==> src/rtl/sbu_pkg.sv <==
package sbu_pkg;
  localparam int FLAG_W = 8;
  localparam int IDX_W  = 3;
  localparam int C_POS = 0;
  localparam int Z_POS = 1;
  localparam int N_POS = 2;
  localparam int V_POS = 3;
  localparam int S_POS = 4;
  localparam int H_POS = 5;
  localparam int T_POS = 6;
  localparam int I_POS = 7;

  typedef enum logic [2:0] {
    OP_IDLE  = 3'd0,
    OP_FSET  = 3'd1,
    OP_FCLR  = 3'd2,
    OP_TSTO  = 3'd3,
    OP_TLOAD = 3'd4,
    OP_BSET  = 3'd5,
    OP_BCLR  = 3'd6,
    OP_RSVD  = 3'd7
  } sbu_op_e;
endpackage

==> src/rtl/sbu_flag_reg.sv <==
module sbu_flag_reg
  import sbu_pkg::*;
(
  input  logic              clk,
  input  logic              rst_n,
  input  sbu_op_e           op,
  input  logic [IDX_W-1:0]  sel,
  input  logic [FLAG_W-1:0] alu_we,
  input  logic [FLAG_W-1:0] alu_flags,
  input  logic              t_src,
  output logic [FLAG_W-1:0] flags_q
);
  logic [FLAG_W-1:0] alu_merged;
  logic [FLAG_W-1:0] flags_d;

  always_comb begin
    for (int i = 0; i < FLAG_W; i++)
      alu_merged[i] = alu_we[i] ? alu_flags[i] : flags_q[i];
  end

  always_comb begin
    flags_d = alu_merged;
    case (op)
      OP_FSET: flags_d[sel]   = 1'b1;
      OP_FCLR: flags_d[sel]   = 1'b0;
      OP_TSTO: flags_d[T_POS] = t_src;
      default: ;
    endcase
  end

  always_ff @(posedge clk or negedge rst_n) begin
    if (!rst_n) flags_q <= '0;
    else        flags_q <= flags_d;
  end

  a_r1_reset_zero: assert property (@(posedge clk) $rose(rst_n) |-> (flags_q == '0));
  a_r3_set_bit: assert property (@(posedge clk) disable iff (!rst_n)
    (op == OP_FSET) |=> flags_q[$past(sel)]);
  a_r4_clear_bit: assert property (@(posedge clk) disable iff (!rst_n)
    (op == OP_FCLR) |=> !flags_q[$past(sel)]);
  a_r2_masked_hold: assert property (@(posedge clk) disable iff (!rst_n)
    (op == OP_IDLE) |=> (((flags_q ^ $past(flags_q)) & ~$past(alu_we)) == '0));
  a_r5_store_t: assert property (@(posedge clk) disable iff (!rst_n)
    (op == OP_TSTO) |=> (flags_q[T_POS] == $past(t_src)));
endmodule

==> src/rtl/sbu_bit_xfer.sv <==
module sbu_bit_xfer
  import sbu_pkg::*;
(
  input  logic              clk,
  input  logic              rst_n,
  input  sbu_op_e           op,
  input  logic [IDX_W-1:0]  sel,
  input  logic [FLAG_W-1:0] reg_in,
  input  logic              t_flag,
  output logic              t_src,
  output logic [FLAG_W-1:0] reg_out
);
  function automatic logic [FLAG_W-1:0] put_bit(input logic [FLAG_W-1:0] v,
                                                input logic [IDX_W-1:0] pos,
                                                input logic b);
    logic [FLAG_W-1:0] r;
    r = v;
    r[pos] = b;
    return r;
  endfunction

  assign t_src   = reg_in[sel];
  assign reg_out = (op == OP_TLOAD) ? put_bit(reg_in, sel, t_flag) : reg_in;

  a_r6_other_bits: assert property (@(posedge clk) disable iff (!rst_n)
    (op == OP_TLOAD) |-> (((reg_out ^ reg_in) & ~(8'd1 << sel)) == '0));
  a_r6_passthru: assert property (@(posedge clk) disable iff (!rst_n)
    (op != OP_TLOAD) |-> (reg_out == reg_in));
endmodule

==> src/rtl/sbu_branch_eval.sv <==
module sbu_branch_eval
  import sbu_pkg::*;
#(
  parameter int PC_W  = 16,
  parameter int OFS_W = 7
) (
  input  logic              clk,
  input  logic              rst_n,
  input  sbu_op_e           op,
  input  logic [IDX_W-1:0]  sel,
  input  logic [FLAG_W-1:0] flags,
  input  logic [PC_W-1:0]   pc,
  input  logic [OFS_W-1:0]  k,
  output logic              taken,
  output logic [PC_W-1:0]   target
);
  localparam int EXT_W = PC_W - OFS_W;

  function automatic logic [PC_W-1:0] rel_target(input logic [PC_W-1:0] p,
                                                 input logic [OFS_W-1:0] off);
    logic [PC_W-1:0] sx;
    sx = {{EXT_W{off[OFS_W-1]}}, off};
    return p + sx + PC_W'(1);
  endfunction

  logic cond_bit;
  logic signed_lt;

  assign signed_lt = flags[N_POS] ^ flags[V_POS];
  assign cond_bit  = (sel == IDX_W'(S_POS)) ? signed_lt : flags[sel];
  assign taken     = ((op == OP_BSET) && cond_bit) || ((op == OP_BCLR) && !cond_bit);
  assign target    = rel_target(pc, k);

  a_r11_no_branch: assert property (@(posedge clk) disable iff (!rst_n)
    !((op == OP_BSET) || (op == OP_BCLR)) |-> !taken);
  a_r8_signed_ge: assert property (@(posedge clk) disable iff (!rst_n)
    ((op == OP_BCLR) && (sel == IDX_W'(S_POS))) |-> (taken == (flags[N_POS] == flags[V_POS])));
endmodule

==> src/rtl/status_branch_unit.sv <==
module status_branch_unit
  import sbu_pkg::*;
#(
  parameter int PC_W  = 16,
  parameter int OFS_W = 7
) (
  input  logic              clk,
  input  logic              rst_n,
  input  logic [2:0]        op_code,
  input  logic [2:0]        bit_sel,
  input  logic [7:0]        alu_we,
  input  logic [7:0]        alu_flags,
  input  logic [7:0]        reg_in,
  input  logic [PC_W-1:0]   pc_in,
  input  logic [OFS_W-1:0]  k_in,
  output logic [7:0]        flags,
  output logic [7:0]        reg_out,
  output logic              taken,
  output logic [PC_W-1:0]   target
);
  sbu_op_e op;
  logic    t_src;

  assign op = sbu_op_e'(op_code);

  sbu_bit_xfer u_xfer (
    .clk(clk), .rst_n(rst_n), .op(op), .sel(bit_sel), .reg_in(reg_in),
    .t_flag(flags[T_POS]), .t_src(t_src), .reg_out(reg_out)
  );

  sbu_flag_reg u_flags (
    .clk(clk), .rst_n(rst_n), .op(op), .sel(bit_sel), .alu_we(alu_we),
    .alu_flags(alu_flags), .t_src(t_src), .flags_q(flags)
  );

  sbu_branch_eval #(.PC_W(PC_W), .OFS_W(OFS_W)) u_branch (
    .clk(clk), .rst_n(rst_n), .op(op), .sel(bit_sel), .flags(flags),
    .pc(pc_in), .k(k_in), .taken(taken), .target(target)
  );

  a_r10_explicit_wins: assert property (@(posedge clk) disable iff (!rst_n)
    ((op == OP_FSET) && alu_we[bit_sel]) |=> flags[$past(bit_sel)]);
endmodule

==> config.mk <==
export PLATFORM = sky130hd
export DESIGN_NAME = status_branch_unit
export DESIGN_NICKNAME = d
export VERILOG_FILES = /design/src/rtl/sbu_pkg.sv /design/src/rtl/sbu_flag_reg.sv /design/src/rtl/sbu_bit_xfer.sv /design/src/rtl/sbu_branch_eval.sv /design/src/rtl/status_branch_unit.sv
export SDC_FILE = /design/constraint.sdc
export NUM_CORES = 1
export LEC_CHECK = 0
export ABC_CLOCK_PERIOD_IN_PS = 2300
export BUFFER_PORTS_ARGS = -buffer_cell sky130_fd_sc_hd__buf_2
export CORE_MARGIN = 2
export CORE_UTILIZATION = 45
export CTS_CLUSTER_DIAMETER = 150
export DETAILED_ROUTE_END_ITERATION = 16
export PLACE_DENSITY = 0.85
export SLEW_MARGIN = 20
export SYNTH_ARGS = -nofsm -noshare
export SYNTH_HDL_FRONTEND = slang
export SYNTH_SLANG_ARGS = --single-unit
==> constraint.sdc <==
create_clock -name clk -period 2.3 [get_ports clk]
set_input_delay 0.23 -clock clk [delete_from_list [all_inputs] [get_ports clk]]
set_output_delay 0.23 -clock clk [all_outputs]
set_load 0.01 [all_outputs]
### Yosys cells after proc, flatten, opt, wreduce, memory -nomap -nowiden

Cells that the tools add are included.

* add/sub/neg operators: 2
* order comparisons: 2
* equal/unequal tests: 7
* multiplexer cells: 20
* bitwise logic cells: 4
* reduce and logical (&&, ||, !) cells: 5

Operators by type and width (count)
* 16-bit by 1-bit adder with 16-bit output, second input constant: 1
* 16-bit adder: 1
* 3-bit equality test, second input constant: 4
* 1-bit 2-to-1 mux: 12
* 6-bit case mux with 2 select lines: 1
* 8-bit AND: 1
* 8-bit bitwise mux: 1
* 8-bit 2-to-1 mux: 1
* 8-bit inverter: 1
* 8-bit bitwise OR: 1
* 1-bit binary-select mux with 3-bit select: 2
* 3-bit by 2-bit equality test with 1-bit output, second input constant: 2
* 3-bit by 4-bit < comparator with 1-bit output, second input constant: 1
* 1-bit demux with 3-bit select: 1
* 3-bit by 1-bit equality test with 1-bit output, second input constant: 1
* 3-bit by 1-bit greater-or-equal comparator with 1-bit output, second input constant: 1
* 1-bit logical AND: 3
* 1-bit case mux with 3 select lines: 1
* 1-bit case mux with 2 select lines: 1
* 1-bit logical NOT: 1
* 1-bit logical OR: 1
* 1-bit XOR: 1

* register bits after elaboration: 8
* input bits: 55
* output and inout port bits: 33

### Depth between registers and ports, before layout

Gate-level depths: netlist of the first run.

* word-level depth: 7
* mapped depth: 9
* depth with buffers taken out: 9

### Modules after synthesis

A second synthesis of the first run with hierarchy kept.

* cells, all modules: 200
* area, all modules: 1641.6 um2

Modules (own cells, without submodules)
* sbu_branch_eval: instances 1, cells an instance 129, area each 914.6 um2
* sbu_flag_reg: instances 1, cells an instance 47, area each 496.7 um2
* sbu_bit_xfer: instances 1, cells an instance 24, area each 230.2 um2

### Worst setup path after synthesis of the first run

No wires, ideal clock.

* kind: input to output
* from: in pc_in[0]
* to: out target[12]
* arrival time: 1954 ps
* data required time: 2070 ps
* setup slack: 116 ps
* cell stages on the path: 9
* buffers on the path: 0
* cell sequence: inv_1 ha_1 inv_1 fa_1 a211oi_1 o21bai_1 o211ai_2 mux2i_1 nor4bb_1

* cells in the longest elaborated chain, start to end: 2

Ends and longest elaborated chain
* start: declaration: RTL line status_branch_unit.sv:14 `input logic [PC_W-1:0] pc_in,`
* 16-bit adder: RTL line sbu_branch_eval.sv:23 `return p + sx + PC_W'(1);`
* 16-bit by 1-bit adder with 16-bit output: RTL line sbu_branch_eval.sv:23
* end: declaration: RTL line status_branch_unit.sv:19 `output logic [PC_W-1:0] target`

No other way between the ends.

### Worst setup path after layout of the first run

* from: in k_in[6]
* to: out target[12]

* cells in the longest elaborated chain, start to end: 2

Ends and longest elaborated chain
* start: declaration: RTL line status_branch_unit.sv:15 `input logic [OFS_W-1:0] k_in,`
* 16-bit adder: RTL line sbu_branch_eval.sv:23
* 16-bit by 1-bit adder with 16-bit output: RTL line sbu_branch_eval.sv:23

No other way between the ends.

==> out/qor.yml, run 1 <==
ys_seq_area_share_pct: 12.50
vdd_ir_drop_max_uv: 200.0
area_growth_pct: 39.30
place.gp.congestion: 0.8910
placed_area_sq_um: 2143
hold_path_class: "primary input to flip-flop"
drive_above_1_share_pct: 42.24
report.final.slew_viol_count: 0
final_common_cell: "buf_2"
worstMarginPinSlew_ns: 0.3655
core_area_sq_um: 3390
synth_edf_count: 0
fmax_mhz: 437.9
grt.total_usage_pct: 21.08
critPathLaunch: "k_in[6]"
worstSetupEndpointType: "primary output"
htree_levels: 1
multiInputGateArea_sq_um: 1351
rows: 21
grt_pass1_vias: 1721
cts_buffers: 3
min_period_ns: 2.284
dp_hpwl_um: 3550
regArea_sq_um: 200.2
start_kind: "primary input"
ios: 88
wl_um: 4510
p_per_area_nw_per_um2: 372.5
worst_path_most_repeated_cell: "buf_2"
synth_cell_types: 47
p_sw_w: 0.0003496
cp_max_fo: 6
max_stage_delay_ns: 0.42
die_w_um: 63.66
diodes: 0
avgSynthCellArea_sq_um: 7.737
largest_reg_flops: 8
antenna_found_initial: 0
leakage_nw: 1.064
cp.arrival_ns: 2.05
crit_slowest_cell: "a2111o_1"
wl_per_cell_um: 12.92
syn_area_sq_um: 1602
drtIter0Drc: 119
timing.final.ws_setup_ns: 0.01643
fillers: 282
outcome: "complete, no violations"
path_cells: "buf_2 -> ha_1 -> a2111o_1 -> or2_0 -> o211ai_2 -> mux2i_1 -> nor4bb_1 -> buf_2"
hold_ws_ns: 0.2647
fin_crit_sh_pct: 99.29
clkTransAtPathRegs_ns: 0.06
ys_top_cells_by_area: "dfrtp_1, ha_1, mux2_2, a21oi_1, mux2i_1"
die_area_sq_um: 4052
ant_nets: 0
internal-power_w: 0.0004814
place_ws_ns: -0.08234
skew_ns: 0
rsz0062_at_grt: "yes"
crit_type: "primary input to primary output"
dp_cells: 343
total_power_w: 0.0008310
pwr-share-clk_pct: 12.9
finalInstanceArea_sq_um: 2231
via_count: 1937
drc_errors: 0
floorplan.initialDensity_pct: 47.25
combPwrFrac_pct: 65.9
overflow: 0
yosysTopAreaCell: "dfrtp_1"
required_ns: 2.07
slew_headroom_pct: 75.01
grt_pass1_wl_um: 7224
io_buffers: 87
synth_cells: 207
setup_violations: 0
ys_seq_elements: 8
cts_root_buffer: "clkbuf_4"
maxCapViolCount: 0
grt_max_degree: 21
reg_top3: "u_flags.flags_q: 8 flops"
async_flop_share_pct: 100.0
hp-start: "alu_flags[0]"
clkSinkCount: 8
syn_nets: 278
viasPerCell: 5.550
dr.pass1.iters: 4
synth_top_area_share_pct: 12.50
hold_viol: 0
layout_common_cells: "buf_2, a21oi_1, nor2_1"
clk_path_buf_depth: 2
synth_warnings: 0
nets: 376
r2r_start: "u_flags.flags_q[6]"
pwr-share-seq_pct: 21.1
swShare_pct: 42.07
largest_register: "u_flags.flags_q"
synth-main-ff-cell: "dfrtp_1"
cts_tree: "done"
die_y_um: 63.66
clkLatencyLatePin_ns: 0.25
instances_no_fill: 349
## layout make-up
class / count / area share [%]
Tap cell: 46 / 2.580
Inverter: 7 / 1.290
Timing Repair Buffer: 103 / 25.57
Multi-Input combinational cell: 182 / 60.57
Sequential cell: 8 / 8.974
Clock buffer: 3 / 1.010
## layer usage
| metal | global-route usage, % | share of wire [%] | vias to the layer above |
|---|---|---|---|
| met5 | 0 | 0 | - |
| met4 | 4.076 | 0.62 | 0 |
| met3 | 1.786 | 6.0 | 5 |
| met2 | 38.68 | 49 | 82 |
| met1 | 26.78 | 44 | 874 |
| li1 | - | - | 976 |
## worst paths after layout
kind                       depth (start not counted)                  to  slack, ns
setup reg to reg                                   3  u_flags.flags_q[6]       1.15
hold reg to reg                                    2  u_flags.flags_q[4]       0.57
max in group asynchronous                          2  u_flags.flags_q[1]       1.76
setup / recovery                                   8          target[12]       0.02
hold / removal                                     3  u_flags.flags_q[0]       0.26
min in group asynchronous                          2  u_flags.flags_q[0]       0.37
## cell usage after synthesis, drive strengths merged, types with 6 or more instances
cell / instances
mux2: 12
inv: 7
mux2i: 9
xnor2: 6
ha: 15
xor2: 7
nor3: 6
nand2: 10
clkbuf: 8
o21ai: 15
nor2: 18
nor2b: 6
a21oi: 19
dfrtp: 8
nand2b: 7
## through the flow
step / utilization (%) / setup TNS [ns]
3_3_place_gp: 63.23 / -0.09609
3_5_place_dp: 63.23 / -0.1214
6_report: 65.82 / 0
5_1_grt: 65.82 / -0.1962
4_1_cts: 64.78 / 0
2_1_floorplan: - / 0
## logic make-up (layout without fill, tap and decap cells)
| group | count (synthesis) | in the layout | share of synthesized area [%] |
|---|---|---|---|
| simple gates | 68 | 68 | 22.42 |
| xor+xnor | 13 | 13 | 7.109 |
| buf+inv | 17 | 113 | 4.688 |
| fa+ha+maj | 16 | 16 | 12.97 |
| flops | 8 | 8 | 12.50 |
| mux | 21 | 21 | 14.06 |
| compound gates | 64 | 64 | 26.25 |
## critical path: cells and delay by family
family / cells / cell delay, ns
buffers and inverters: 2 / 0.33
muxes: 1 / 0.10
adders and majority gates: 1 / 0.33
and+or+nand+nor: 2 / 0.52
AOI/OAI and AO/OA: 2 / 0.54
## power groups by stage
stage	logic, W	clock network [W]	registers [W]
after floorplan	0.000316	0	0.000180
after global placement	0.000514	0	0.000178
after detailed placement	0.000524	0	0.000178
after CTS	0.000535	0.000110	0.000176
after global routing	0.000601	0.000114	0.000178
final	0.000548	0.000107	0.000176
## repair_timing
item	4_1_cts	5_1_grt
gates resized for setup	4	9
buffers inserted	1	1
endpoints found under the setup margin	2	5
hold buffers	1	0
pin swaps	5	6
hold endpoints to repair	8	0
(Power assumes the default switching activity.)
==> run 2, diff against run 1 <==
Settings changed: ABC_AREA set to 1, CORE_MARGIN 2 to not set, PLACE_DENSITY 0.85 to 0.83.
==> out/qor.yml, run 2 <==
wl_per_cell_um: 10.26  # was 12.92 um
floorplan.initialDensity_pct: 46.82  # was 47.25%
cts_tree: "done"  # unchanged
critPathLaunch: "k_in[0]"  # was k_in[6]
cts_root_buffer: "clkbuf_8"  # was clkbuf_4
wl_um: 4475  # was 4510 um
clk_path_buf_depth: 2  # unchanged
synth_cells: 301  # was 207
drive_above_1_share_pct: 29.12  # was 42.24%
synth_warnings: 0  # unchanged
tns_ns: 0  # unchanged
area_growth_pct: 29.93  # was 39.30%
fmax_mhz: 512.0  # was 437.9 MHz
nets: 461  # was 376
skew_ns: 0  # unchanged
drc_errors: 0  # unchanged
report.final.slew_viol_count: 0  # unchanged
syn_nets: 372  # was 278
hold_path_class: "primary input to flip-flop"  # unchanged
place_ws_ns: 0.3317  # was -0.08234 ns
reg_top3: "u_flags.flags_q: 8 flops"  # unchanged
p_per_area_nw_per_um2: 373.1  # was 372.5 nW/um^2
overflow: 0  # unchanged
diodes: 0  # unchanged
viasPerCell: 4.936  # was 5.550
grt_max_degree: 16  # was 21
maxCapViolCount: 0  # unchanged
grt_pass1_vias: 2011  # was 1721
r2r_start: "u_flags.flags_q[6]"  # unchanged
htree_levels: 1  # unchanged
synth_top_area_share_pct: 21.02  # was 12.50%
worstMarginPinSlew_ns: 0.2901  # was 0.3655 ns
setup_violations: 0  # unchanged
synth_commonest_cells: "nand2_1, inv_1, nor2_1"  # was a21oi_1, nor2_1, ha_1, o21ai_0, mux2_2
slew_headroom_pct: 80.66  # was 75.01%
via_count: 2152  # was 1937
async_flop_share_pct: 100.0  # unchanged
rsz0062_at_grt: "no"  # was yes
synth-main-ff-cell: "dfrtp_1"  # unchanged
fin_crit_sh_pct: 84.91  # was 99.29%
layout_common_cells: "nand2_1, buf_2, inv_1"  # was buf_2, a21oi_1, nor2_1
ant_nets: 0  # unchanged
timing.final.ws_setup_ns: 0.3470  # was 0.01643 ns
hold_viol: 0  # unchanged
crit_type: "primary input to primary output"  # unchanged
leakage_nw: 1.309  # was 1.064 nW
ys_seq_area_share_pct: 11.68  # was 12.50%
grt.total_usage_pct: 22.62  # was 21.08%
min_period_ns: 1.953  # was 2.284 ns
clkLatencyLatePin_ns: 0.22  # was 0.25 ns
largest_register: "u_flags.flags_q"  # unchanged
synth_edf_count: 0  # unchanged
dp_hpwl_um: 3813  # was 3550 um
finalInstanceArea_sq_um: 2227  # was 2231 sq um
final_common_cell: "nand2_1"  # was buf_2
dr_wl_met2_um: 2245  # was 2222 um
met1_length_um: 1932  # was 1986 um
required_ns: 2.07  # about the same
post_cts_buffers: 0  # was 1
dr.pass1.iters: 5  # was 4
ys_top_cells_by_area: "nand2_1, dfrtp_1, ha_1, inv_1, nor2_1"  # was dfrtp_1, ha_1, mux2_2, a21oi_1, mux2i_1
start_kind: "primary input"  # unchanged
largest_reg_flops: 8  # unchanged
grt_pass1_wl_um: 7679  # was 7224 um
core_area_sq_um: 3661  # was 3390 sq um
cts_resized: 0  # was 4
yosysTopAreaCell: "nand2_1"  # was dfrtp_1
clkSinkCount: 8  # unchanged
dp_cells: 432  # was 343
cp_max_fo: 3  # was 6
die_y_um: 63.72  # was 63.66 um
clkTransAtPathRegs_ns: 0.04  # was 0.06 ns
place.gp.congestion: 0.8678  # was 0.8910
drtIter0Drc: 92  # was 119
synth_cell_types: 32  # was 47
top_layer_used: "met4"  # unchanged
worstSetupEndpointType: "primary output"  # unchanged
ios: 88  # unchanged
instances_no_fill: 436  # was 349
placed_area_sq_um: 2176  # was 2143 sq um
rows: 22  # was 21
avgSynthCellArea_sq_um: 5.695  # was 7.737 sq um
antenna_found_initial: 0  # unchanged
die_w_um: 63.72  # was 63.66 um
vdd_ir_drop_max_uv: 242.1  # was 200.0 uV
io_buffers: 87  # unchanged
die_area_sq_um: 4060  # was 4052 sq um
outcome: "complete, no violations"  # unchanged
cts_buffers: 3  # unchanged
cp.arrival_ns: 1.72  # was 2.05 ns
wl_met3_um: 260  # was 272 um
hp-start: "alu_we[7]"  # was alu_flags[0]
yosysMostFrequentCell: "nand2_1"  # was a21oi_1
syn_area_sq_um: 1714  # was 1602 sq um
ys_seq_elements: 8  # unchanged
run 2: cell types whose count changed in the layout (fill, tap and decap cells not counted), moves of 7 or more:
cell / change
nand2b_1: -7
nor2_1: +13
nor2_2: +11
nand2_1: +86
buf_4: -15
inv_1: +37
nand3_1: +12
mux2i_1: -7
mux2_2: -12
run 2: timing repair:
action	CTS	global route
endpoints found under the hold margin	8	0
hold buffers	1	0
setup endpoints to repair	0	0
run 2: path summary, 6_finish.rpt:
check | endpoint | cells after the start | slack, ns
worst min register to register | u_flags.flags_q[4] | 2 | 0.57
worst max register to register | u_flags.flags_q[6] | 5 | 1.15
max in group asynchronous | u_flags.flags_q[3] | 2 | 1.75
min in group asynchronous | u_flags.flags_q[1] | 2 | 0.38
worst min-delay path | u_flags.flags_q[7] | 4 | 0.30
worst max-delay path | target[12] | 13 | 0.35
run 2: per-stage QoR:
step                      utilization [%]  total power [W]  hold slack, ns
after CTS                           60.83        0.0008378          0.2938
final                               60.83        0.0008309          0.2976
after floorplan                         -        0.0004884        -0.06559
after detailed placement            59.43        0.0006682         0.08177
after global placement              59.43        0.0006601         0.07796
after global routing                60.83        0.0009143          0.3273
run 2: cell type report:
| cell class | instances | area (sq um) |
|---|---|---|
| fillers | 372 | 1434 |
| well taps | 48 | 60.06 |
| multi-input cells | 241 | 1300 |
| flip-flops and latches | 8 | 200.2 |
| inverters | 48 | 180.2 |
| clock buffers | 3 | 41.29 |
| repair buffers | 88 | 445.4 |
run 2: cells by family (layout without fill, tap and decap cells):
logic type / Yosys count / in the layout / synth area share [%]
AO/OA/AOI/OAI: 41 / 41 / 13.72
adder cells (fa/ha/maj): 16 / 16 / 12.12
multiplexers: 2 / 2 / 1.168
XOR/XNOR: 9 / 9 / 4.599
flip-flops: 8 / 8 / 11.68
buffers and inverters: 52 / 139 / 12.48
AND/OR/NAND/NOR: 173 / 173 / 44.23
run 2: worst max-delay path, stage by stage:
cell	delay (ns)
buf_2	0.10
inv_1	0.05
ha_1	0.13
inv_1	0.06
fa_1	0.40
nand2_1	0.10
nand2_1	0.06
and2_1	0.17
nand3_1	0.09
nand3_1	0.08
nand2_1	0.07
nand2_1	0.05
buf_2	0.13
run 2: routing by layer:
| metal | vias up | track usage (%) |
|---|---|---|
| met5 | - | 0 |
| met1 | 931 | 24.78 |
| met4 | 0 | 3.693 |
| li1 | 1143 | - |
| met2 | 74 | 44.81 |
| met3 | 4 | 3.804 |
run 2: power breakdown:
group | switching (W) | internal [W]
Clock | 0.0000488 | 0.000113
Sequential | 0.0000127 | 0.000156
Combinational | 0.000295 | 0.000205
Total | 0.000357 | 0.000474
==> run 3, diff against run 2 <==
Settings changed: ABC_CLOCK_PERIOD_IN_PS 2300 to 1600, CORE_UTILIZATION 45 to 42, PLACE_DENSITY 0.83 to 0.82.
Clock period 2.3 ns to 1.6 ns, I/O delays scaled along.
==> out/qor.yml, run 3 (synthesis results as in run 2) <==
dp_hpwl_um: 3998  # was 3813 um
antenna_found_initial: 0  # unchanged
dr.pass1.iters: 5  # unchanged
core_area_sq_um: 3799  # was 3661 sq um
area_growth_pct: 56.28  # was 29.93%
outcome: "complete, but fails checks"  # was complete, no violations
drc_errors: 0  # unchanged
drive_above_1_share_pct: 44.94  # was 29.12%
dp_cells: 448  # was 432
die_y_um: 65.89  # was 63.72 um
skew_ns: 0  # unchanged
final_common_cell: "buf_2"  # was nand2_1
clkTransAtPathRegs_ns: 0.04  # about the same
clk_path_buf_depth: 2  # unchanged
io_buffers: 87  # unchanged
grt_pass1_vias: 2137  # was 2011
cts_root_buffer: "clkbuf_8"  # unchanged
die_area_sq_um: 4341  # was 4060 sq um
worstSetupEndpointType: "primary output"  # unchanged
multiInputGateArea_sq_um: 1583  # was 1300 sq um
leakage_nw: 1.409  # was 1.309 nW
required_ns: 1.44  # was 2.07 ns
die_w_um: 65.89  # was 63.72 um
hold_path_class: "primary input to flip-flop"  # unchanged
drtIter0Drc: 108  # was 92
cts_buffers: 3  # unchanged
cp_max_fo: 3  # unchanged
slew_headroom_pct: 79.14  # was 80.66%
report.final.slew_viol_count: 0  # unchanged
timing.final.ws_setup_ns: -0.06617  # was 0.3470 ns
via_count: 2352  # was 2152
finalInstanceArea_sq_um: 2679  # was 2227 sq um
layout_common_cells: "buf_2, nand2_1, inv_1"  # was nand2_1, buf_2, inv_1
viasPerCell: 5.192  # was 4.936
htree_levels: 1  # unchanged
fin_util_pct: 70.52  # was 60.83%
hold_viol: 0  # unchanged
min_period_ns: 1.666
wl_per_cell_um: 12.92  # was 10.26 um
crit_type: "primary input to primary output"  # unchanged
regArea_sq_um: 201.4  # was 200.2 sq um
placed_area_sq_um: 2296  # was 2176 sq um
tns_ns: -0.2285  # was 0 ns
largest_register: "u_flags.flags_q"  # unchanged
fillers: 318  # was 372
instances_no_fill: 453  # was 436
largest_reg_flops: 8  # unchanged
violations: "setup timing"
cts_tree: "done"  # unchanged
place_ws_ns: -0.2077  # was 0.3317 ns
grt_pass1_wl_um: 8514  # was 7679 um
place.gp.congestion: 0.8632  # was 0.8678
wl_um: 5851  # was 4475 um
nets: 478  # was 461
worstMarginPinSlew_ns: 0.3129  # was 0.2901 ns
grt_max_degree: 16  # unchanged
setup_violations: 4  # was 0
ant_nets: 0  # unchanged
overflow: 0  # unchanged
clkSinkCount: 8  # unchanged
maxCapViolCount: 0  # unchanged
p_per_area_nw_per_um2: 531.4  # was 373.1 nW/um^2
diodes: 0  # unchanged
clkLatencyLatePin_ns: 0.22  # about the same
reg_top3: "u_flags.flags_q: 8 flops"  # unchanged
fin_crit_sh_pct: 104.1
rows: 22  # unchanged
start_kind: "primary input"  # unchanged
rsz0062_at_grt: "yes"  # was no
cp.arrival_ns: 1.51  # was 1.72 ns
grt.total_usage_pct: 24.74  # was 22.62%
ios: 88  # unchanged
floorplan.initialDensity_pct: 45.13  # was 46.82%
vdd_ir_drop_max_uv: 300.1  # was 242.1 uV
fmax_mhz: 600.2
==> run 3: cell count changes in the layout (fill, tap and decap cells not counted), sizes merged <==
cell	change
buf	+17
==> run 3: layout make-up <==
class | count | share of cell area [%]
clock buffers | 3 | 1.541
well taps | 48 | 2.242
flip-flops and latches | 8 | 7.520
multi-input cells | 241 | 59.08
repair buffers | 105 | 22.79
inverters | 48 | 6.819
==> run 3: timing repair <==
item / in CTS / in global routing
gates resized for setup: 29 / 40
hold buffers: 1 / 0
endpoints found under the hold margin: 8 / 0
setup endpoints to repair: 11 / 12
pin swaps: 9 / 16
buffers inserted: 1 / 0
==> run 3: metrics by stage <==
step                      hold slack (ns)  power (W)
after CTS                          0.2270   0.001325
after global placement           0.009311  0.0009973
final                              0.2368   0.001423
after floorplan                   -0.1356  0.0007021
after global routing               0.2450   0.001525
after detailed placement         0.008773   0.001015
==> run 3: path summary, 6_finish.rpt <==
| kind | from | to | slack (ns) | depth (start not counted) |
|---|---|---|---|---|
| worst max-delay path | pc_in[0] | target[14] | -0.07 | 14 |
| worst min register to register | u_flags.flags_q[4] | u_flags.flags_q[4] | 0.59 | 2 |
| min in group asynchronous | rst_n | u_flags.flags_q[1] | 0.31 | 2 |
| max in group asynchronous | rst_n | u_flags.flags_q[2] | 1.10 | 2 |
| worst max register to register | u_flags.flags_q[6] | u_flags.flags_q[6] | 0.40 | 5 |
| worst min-delay path | alu_we[7] | u_flags.flags_q[7] | 0.24 | 4 |
==> run 3: worst max-delay path, stage by stage <==
cell      delay, ns
buf_6          0.09
inv_2          0.05
ha_4           0.12
inv_2          0.04
fa_2           0.34
nand2_2        0.08
nand2_2        0.07
nand3b_1       0.11
nand2_2        0.09
nand3_2        0.07
nand2_1        0.05
nand2_1        0.05
nand2_1        0.05
buf_2          0.13
==> run 3: where the power goes <==
group / total [W] / internal [W] / switching (W) / leakage, nW
clock network: 0.000240 / 0.000163 / 0.0000774 / 0.0216
logic: 0.000939 / 0.000420 / 0.000519 / 1.29
registers: 0.000245 / 0.000225 / 0.0000192 / 0.0931
total: 0.00142 / 0.000808 / 0.000616 / 1.41
==> run 3: layer usage <==
metal	track usage, %	up-vias	share of wire [%]
met4	10.33	0	3.6
met2	48.85	106	53
li1	-	1175	-
met5	0	-	0
met1	26.11	1047	38
met3	2.069	24	5.4
